### config.mk
export PLATFORM = sky130hd
export DESIGN_NAME = vfp_pred_cmp
export DESIGN_NICKNAME = d
export VERILOG_FILES = /design/src/rtl/vcmp_pkg.sv /design/src/rtl/vcmp_lane.sv /design/src/rtl/vcmp_size_grp.sv /design/src/rtl/vfp_pred_cmp.sv
export SDC_FILE = /design/constraint.sdc
export NUM_CORES = 1
export LEC_CHECK = 0
export BUFFER_PORTS_ARGS = -buffer_cell sky130_fd_sc_hd__buf_2
export CAP_MARGIN = 20
export CORE_AREA = 2 2 195 293
export CTS_BUF_LIST = sky130_fd_sc_hd__clkbuf_8
export DETAILED_ROUTE_END_ITERATION = 7
export DIE_AREA = 0 0 197 295
export PLACE_DENSITY = 0.5
export SYNTH_ARGS = -nofsm -noshare
export SYNTH_HDL_FRONTEND = slang
export SYNTH_HIERARCHICAL = 1
export SYNTH_SLANG_ARGS = --single-unit
### constraint.sdc
create_clock -name clk_i -period 2.1 [get_ports clk_i]
set_clock_uncertainty 0.2 [all_clocks]
set_input_delay 0.42 -clock clk_i [delete_from_list [all_inputs] [get_ports clk_i]]
set_output_delay 0.42 -clock clk_i [all_outputs]
set_load 0.005 [all_outputs]
### src/rtl/vcmp_pkg.sv
package vcmp_pkg;
  typedef enum logic [2:0] {
    CMP_EQ  = 3'd0,
    CMP_GE  = 3'd1,
    CMP_GT  = 3'd2,
    CMP_UN  = 3'd3,
    CMP_NE  = 3'd4,
    CMP_LT  = 3'd5,
    CMP_LE  = 3'd6,
    CMP_RSV = 3'd7
  } cmp_op_e;

  typedef enum logic [1:0] {
    ESZ_NONE = 2'd0,
    ESZ_H    = 2'd1,
    ESZ_S    = 2'd2,
    ESZ_D    = 2'd3
  } esize_e;

  function automatic int exp_width(input int ew);
    case (ew)
      16:      return 5;
      32:      return 8;
      default: return 11;
    endcase
  endfunction
endpackage

### src/rtl/vcmp_lane.sv
module vcmp_lane
  import vcmp_pkg::*;
#(
  parameter int EW = 32
) (
  input  logic [EW-1:0] a_i,
  input  logic [EW-1:0] b_i,
  input  cmp_op_e       op_i,
  output logic          res_o
);
  localparam int XW = exp_width(EW);
  localparam int MW = EW - 1 - XW;

  logic a_nan, b_nan, un, zz, eq;
  logic a_mag_gt, b_mag_gt;
  logic gt_ab, gt_ba, ge_ab, ge_ba;
  logic sa, sb;

  assign sa    = a_i[EW-1];
  assign sb    = b_i[EW-1];
  assign a_nan = (&a_i[EW-2:MW]) & (|a_i[MW-1:0]);
  assign b_nan = (&b_i[EW-2:MW]) & (|b_i[MW-1:0]);
  assign un    = a_nan | b_nan;
  assign zz    = ~(|a_i[EW-2:0]) & ~(|b_i[EW-2:0]);
  assign eq    = ~un & (zz | (a_i == b_i));

  assign a_mag_gt = a_i[EW-2:0] > b_i[EW-2:0];
  assign b_mag_gt = b_i[EW-2:0] > a_i[EW-2:0];

  // sign-magnitude order; magnitude sense flips when both negative
  assign gt_ab = ~un & ~zz & ((sa != sb) ? ~sa : (sa ? b_mag_gt : a_mag_gt));
  assign gt_ba = ~un & ~zz & ((sa != sb) ? ~sb : (sa ? a_mag_gt : b_mag_gt));
  assign ge_ab = gt_ab | eq;
  assign ge_ba = gt_ba | eq;

  always_comb begin
    unique case (op_i)
      CMP_EQ:  res_o = eq;
      CMP_GE:  res_o = ge_ab;
      CMP_GT:  res_o = gt_ab;
      CMP_UN:  res_o = un;
      CMP_NE:  res_o = ~eq;
      CMP_LT:  res_o = gt_ba;
      CMP_LE:  res_o = ge_ba;
      default: res_o = 1'b0;
    endcase
  end
endmodule

### src/rtl/vcmp_size_grp.sv
module vcmp_size_grp
  import vcmp_pkg::*;
#(
  parameter int VEC_W = 128,
  parameter int EW    = 32
) (
  input  logic [VEC_W-1:0]   a_i,
  input  logic [VEC_W-1:0]   b_i,
  input  logic [VEC_W/8-1:0] gov_i,
  input  cmp_op_e            op_i,
  output logic [VEC_W/8-1:0] pred_o
);
  localparam int PRED_W = VEC_W / 8;
  localparam int LANES  = VEC_W / EW;
  localparam int GRP    = EW / 8;

  logic [LANES-1:0] lane_res;

  for (genvar e = 0; e < LANES; e++) begin : g_lane
    vcmp_lane #(.EW(EW)) u_lane (
      .a_i  (a_i[e*EW +: EW]),
      .b_i  (b_i[e*EW +: EW]),
      .op_i (op_i),
      .res_o(lane_res[e])
    );
  end

  always_comb begin
    pred_o = '0;
    for (int e = 0; e < LANES; e++) begin
      pred_o[e*GRP] = gov_i[e*GRP] & lane_res[e];
    end
  end

  logic unused_gov;
  assign unused_gov = ^gov_i[PRED_W-1:0];
endmodule

### src/rtl/vfp_pred_cmp.sv
module vfp_pred_cmp
  import vcmp_pkg::*;
#(
  parameter int VEC_W = 128,
  localparam int PRED_W = VEC_W / 8
) (
  input  logic              clk_i,
  input  logic              rst_ni,
  input  logic              valid_i,
  input  logic [VEC_W-1:0]  op_a_i,
  input  logic [VEC_W-1:0]  op_b_i,
  input  logic [PRED_W-1:0] gov_i,
  input  logic [1:0]        esize_i,
  input  logic [2:0]        cmp_op_i,
  output logic              valid_o,
  output logic [PRED_W-1:0] pred_o
);
  cmp_op_e           op;
  logic [PRED_W-1:0] grp_pred [3];
  logic [PRED_W-1:0] res_d;

  assign op = cmp_op_e'(cmp_op_i);

  // one group per lane width: 16, 32, 64
  for (genvar k = 0; k < 3; k++) begin : g_size
    vcmp_size_grp #(.VEC_W(VEC_W), .EW(16 << k)) u_grp (
      .a_i   (op_a_i),
      .b_i   (op_b_i),
      .gov_i (gov_i),
      .op_i  (op),
      .pred_o(grp_pred[k])
    );
  end

  always_comb begin
    unique case (esize_e'(esize_i))
      ESZ_H:   res_d = grp_pred[0];
      ESZ_S:   res_d = grp_pred[1];
      ESZ_D:   res_d = grp_pred[2];
      default: res_d = '0;
    endcase
  end

  always_ff @(posedge clk_i or negedge rst_ni) begin
    if (!rst_ni) begin
      valid_o <= 1'b0;
      pred_o  <= '0;
    end else begin
      valid_o <= valid_i;
      if (valid_i) pred_o <= res_d;
    end
  end
endmodule

==> out/qor.txt <==
startpoint types: primary input
Worst-path clk slew: 0.08 ns
FILL cells: 5418
NumNets Final: 3760
grt ovf: 0
antenna-violating nets left: 0
RSZ-0062 raised after global routing: yes
post-synthesis sequential area ratio: 2.66%
Area growth syn-to-layout: 67.6%
post-synthesis mux area share: 1.28%
MaxCap Viol Count: 0
Site Rows: 106
routed wire length: 74600 um
placed instance count: 3735
Simple-Gate Fraction of Synth Area: 34.4%
Hold Vio Cnt, Final: 0
Data arrival, critical path: 2.81 ns
largest area contributor in the netlist: ha_1
CP delay by family, top: simple AND/OR/NAND/NOR gates
Worst slew margin: 50.8%
mean post-synth cell area: 7.32 um2
Synth Area in Adders: 28.9%
PD cells: 218 mW/mm2
drt via density: 5.39
H-tree depth: 1
CP Class: in -> reg
Core Region: 0.0554 mm2
Synth Area in Compound Gates: 18.8%
CTS tree: built
largest net degree at the start of global routing: 34
largest family of logic cells by synthesized area: simple AND/OR/NAND/NOR gates
top cell type's share of synthesized area: 28.9%
max-slew violation count: 0
DR iter-0 viols: 890
die footprint: 0.0581 mm2
Root Buffer: clkbuf_8
worst hold path type: in -> reg
Crit path depth: 13
synthesized flop and latch total: 17
fmax: 346 MHz
first-pass GRT wire length: 115000 um
final cell count without fillers: 3815
clock insertion delay at the later pin of the skew report: 0.26 ns
ys flop type: dfrtp_1
initial core utilization: 28.9%
Final setup viols: 8
worst-path cell chain: buf_8, buf_6, nor4_4, nand4_1, buf_4, nor4_4, o221ai_4, mux2_4, nor2_2, a221o_1, and2_1, mux2i_1, o221ai_1
layout cells sized above 1: 45.2%
CTS sink count: 17
most common cell in the netlist: inv_1
r2r setup slk: 1.17 ns
max incr delay on CP: 0.37 ns
Worst Setup SP: op_b_i[0]
number of global-route vias before repair: 21400
CP Capture Point: pred_o[0]$_DFFE_PN0P_
Placer Congestion: 0.961
reg2reg start: pred_o[11]$_DFFE_PN0P_
worst-margin pin slew: 0.736 ns
Total Routing Usage GR: 24.7%
Async SR Flop Fraction: 100%
initial antenna violation count: 8
status: complete, but fails checks
FF-to-FF End: pred_o[11]$_DFFE_PN0P_
Synth Cell Area: 0.0160 mm2
total CTS buffers: 3
Tot Pwr: 5850 uW
wire per inst: 19.6 um
final critical-path share of the clock period: 137%
hold_ws: 0.326 ns
IO Pins: 297
yosys warns: 6
Port Buf Inserts: 288
most numerous cell on the critical path: nor4_4
CTS Buffer Depth: 2
Vias: 20600
CP Max Fanout: 3
Post-synth top cells: 398 x inv_1, 370 x ha_1, 150 x nor4_1, 148 x a21oi_1, 140 x nand4_1
VDD IR max: 0.141 mV
Crit path buffers/inverters: 3
critical path capture point type: flop
DRC Markers: 0
Leak: 0.0123 uW
EDFF count, synth: 0
failing checks: setup timing
chip width: 197 um
Worst EP required: 2.02 ns
Setup WS post-layout: -0.787 ns
post-synthesis xor/xnor area fraction: 2.19%
Pre-antenna DRT Iters: 5
DP Wirelength: 62600 um
Final Util: 48.4%
Slowest-stage cell, CP: nor4_4
Distinct cells, synth: 62
Vert. Die Dim: 295 um
minimum clock period: 2.89 ns
Mapped Cells: 2187
cells on worst reg2reg path: 2
pre-CTS setup slack: -1.31 ns
ranking of synthesized cells by area: ha_1 29%, inv_1 9.3%, nor4_1 5.9%
## what timing repair did
action,in CTS,in global routing
resized for setup,329,171
endpoints found under the hold margin,17,0
hold buffers,1,0
pin swaps,138,101
setup endpoints to repair,8,8
setup buffers,52,20
## report_power, final
| part | switching (uW) | total (uW) | internal [uW] |
|---|---|---|---|
| combinational | 2700 | 5210 | 2500 |
| clock | 129 | 259 | 130 |
| sequential | 18.9 | 383 | 364 |
| total | 2850 | 5850 | 3000 |
## worst min-delay path: cells and delay by family
| family | cells | cell delay (ns) |
|---|---|---|
| and+or+nand+nor | 2 | 0.19 |
| buffers and inverters | 1 | 0.07 |
| AOI/OAI and AO/OA | 1 | 0.07 |
## cells by family (layout without fill, tap and decap cells)
group | after synthesis | after routing
other cells | 3 | 38
xor+xnor | 40 | 40
compound gates | 424 | 424
mux | 20 | 20
fa+ha+maj | 370 | 370
buf+inv | 450 | 1341
flops | 17 | 17
simple gates | 863 | 863
## state kept, by name, indices dropped and copies added, names as in the netlist
register and cells:
valid_o 1, pred_o 16
## layer usage
metal / up-vias / part of all wire (%) / GRT usage [%]
met5: - / 0.064 / 0
met4: 8 / 5.1 / 11.3
met3: 185 / 3.9 / 2.28
met2: 545 / 54 / 49.2
met1: 9771 / 37 / 25.8
li1: 10100 / - / -
## cell usage in the layout (no fill, tap or decap), drive strengths merged, types with 34 or more instances in the layout
cell	n
o21ai	78
nand3	64
nand4	158
nor2	102
nand3b	60
ha	370
buf	934
conb	34
nor4	194
nand2	103
inv	399
a21oi	148
## stage by stage
step | instance area, um2 | setup TNS [ns]
4_1_cts | 25800 | -5.40
5_1_grt | 26800 | -6.52
3_5_place_dp | 23500 | -8.95
3_3_place_gp | 23500 | -8.64
2_1_floorplan | 17100 | -3.38
6_report | 26800 | -5.48
## final cells by class
type,instances,area (um2),share of cell area (%)
Multi-Input combinational cell,1751,16700,62.3
Antenna cell,4,10.0,0.0373
Sequential cell,17,425,1.59
Clock inverter,1,3.75,0.0140
Inverter,398,1600,5.96
Clock buffer,3,41.3,0.154
Tap cell,702,878,3.28
Timing Repair Buffer,939,7140,26.6
## worst min-delay path by stage
stage | startpoint | endpoint | cells after the start
after floorplan | rst_ni | pred_o[0]$_DFFE_PN0P_ | 0
after global placement | rst_ni | pred_o[15]$_DFFE_PN0P_ | 1
after detailed placement | rst_ni | pred_o[15]$_DFFE_PN0P_ | 1
after CTS | gov_i[14] | pred_o[14]$_DFFE_PN0P_ | 4
after global routing | gov_i[14] | pred_o[14]$_DFFE_PN0P_ | 4
final | gov_i[14] | pred_o[14]$_DFFE_PN0P_ | 4
(Power assumes the default switching activity.)
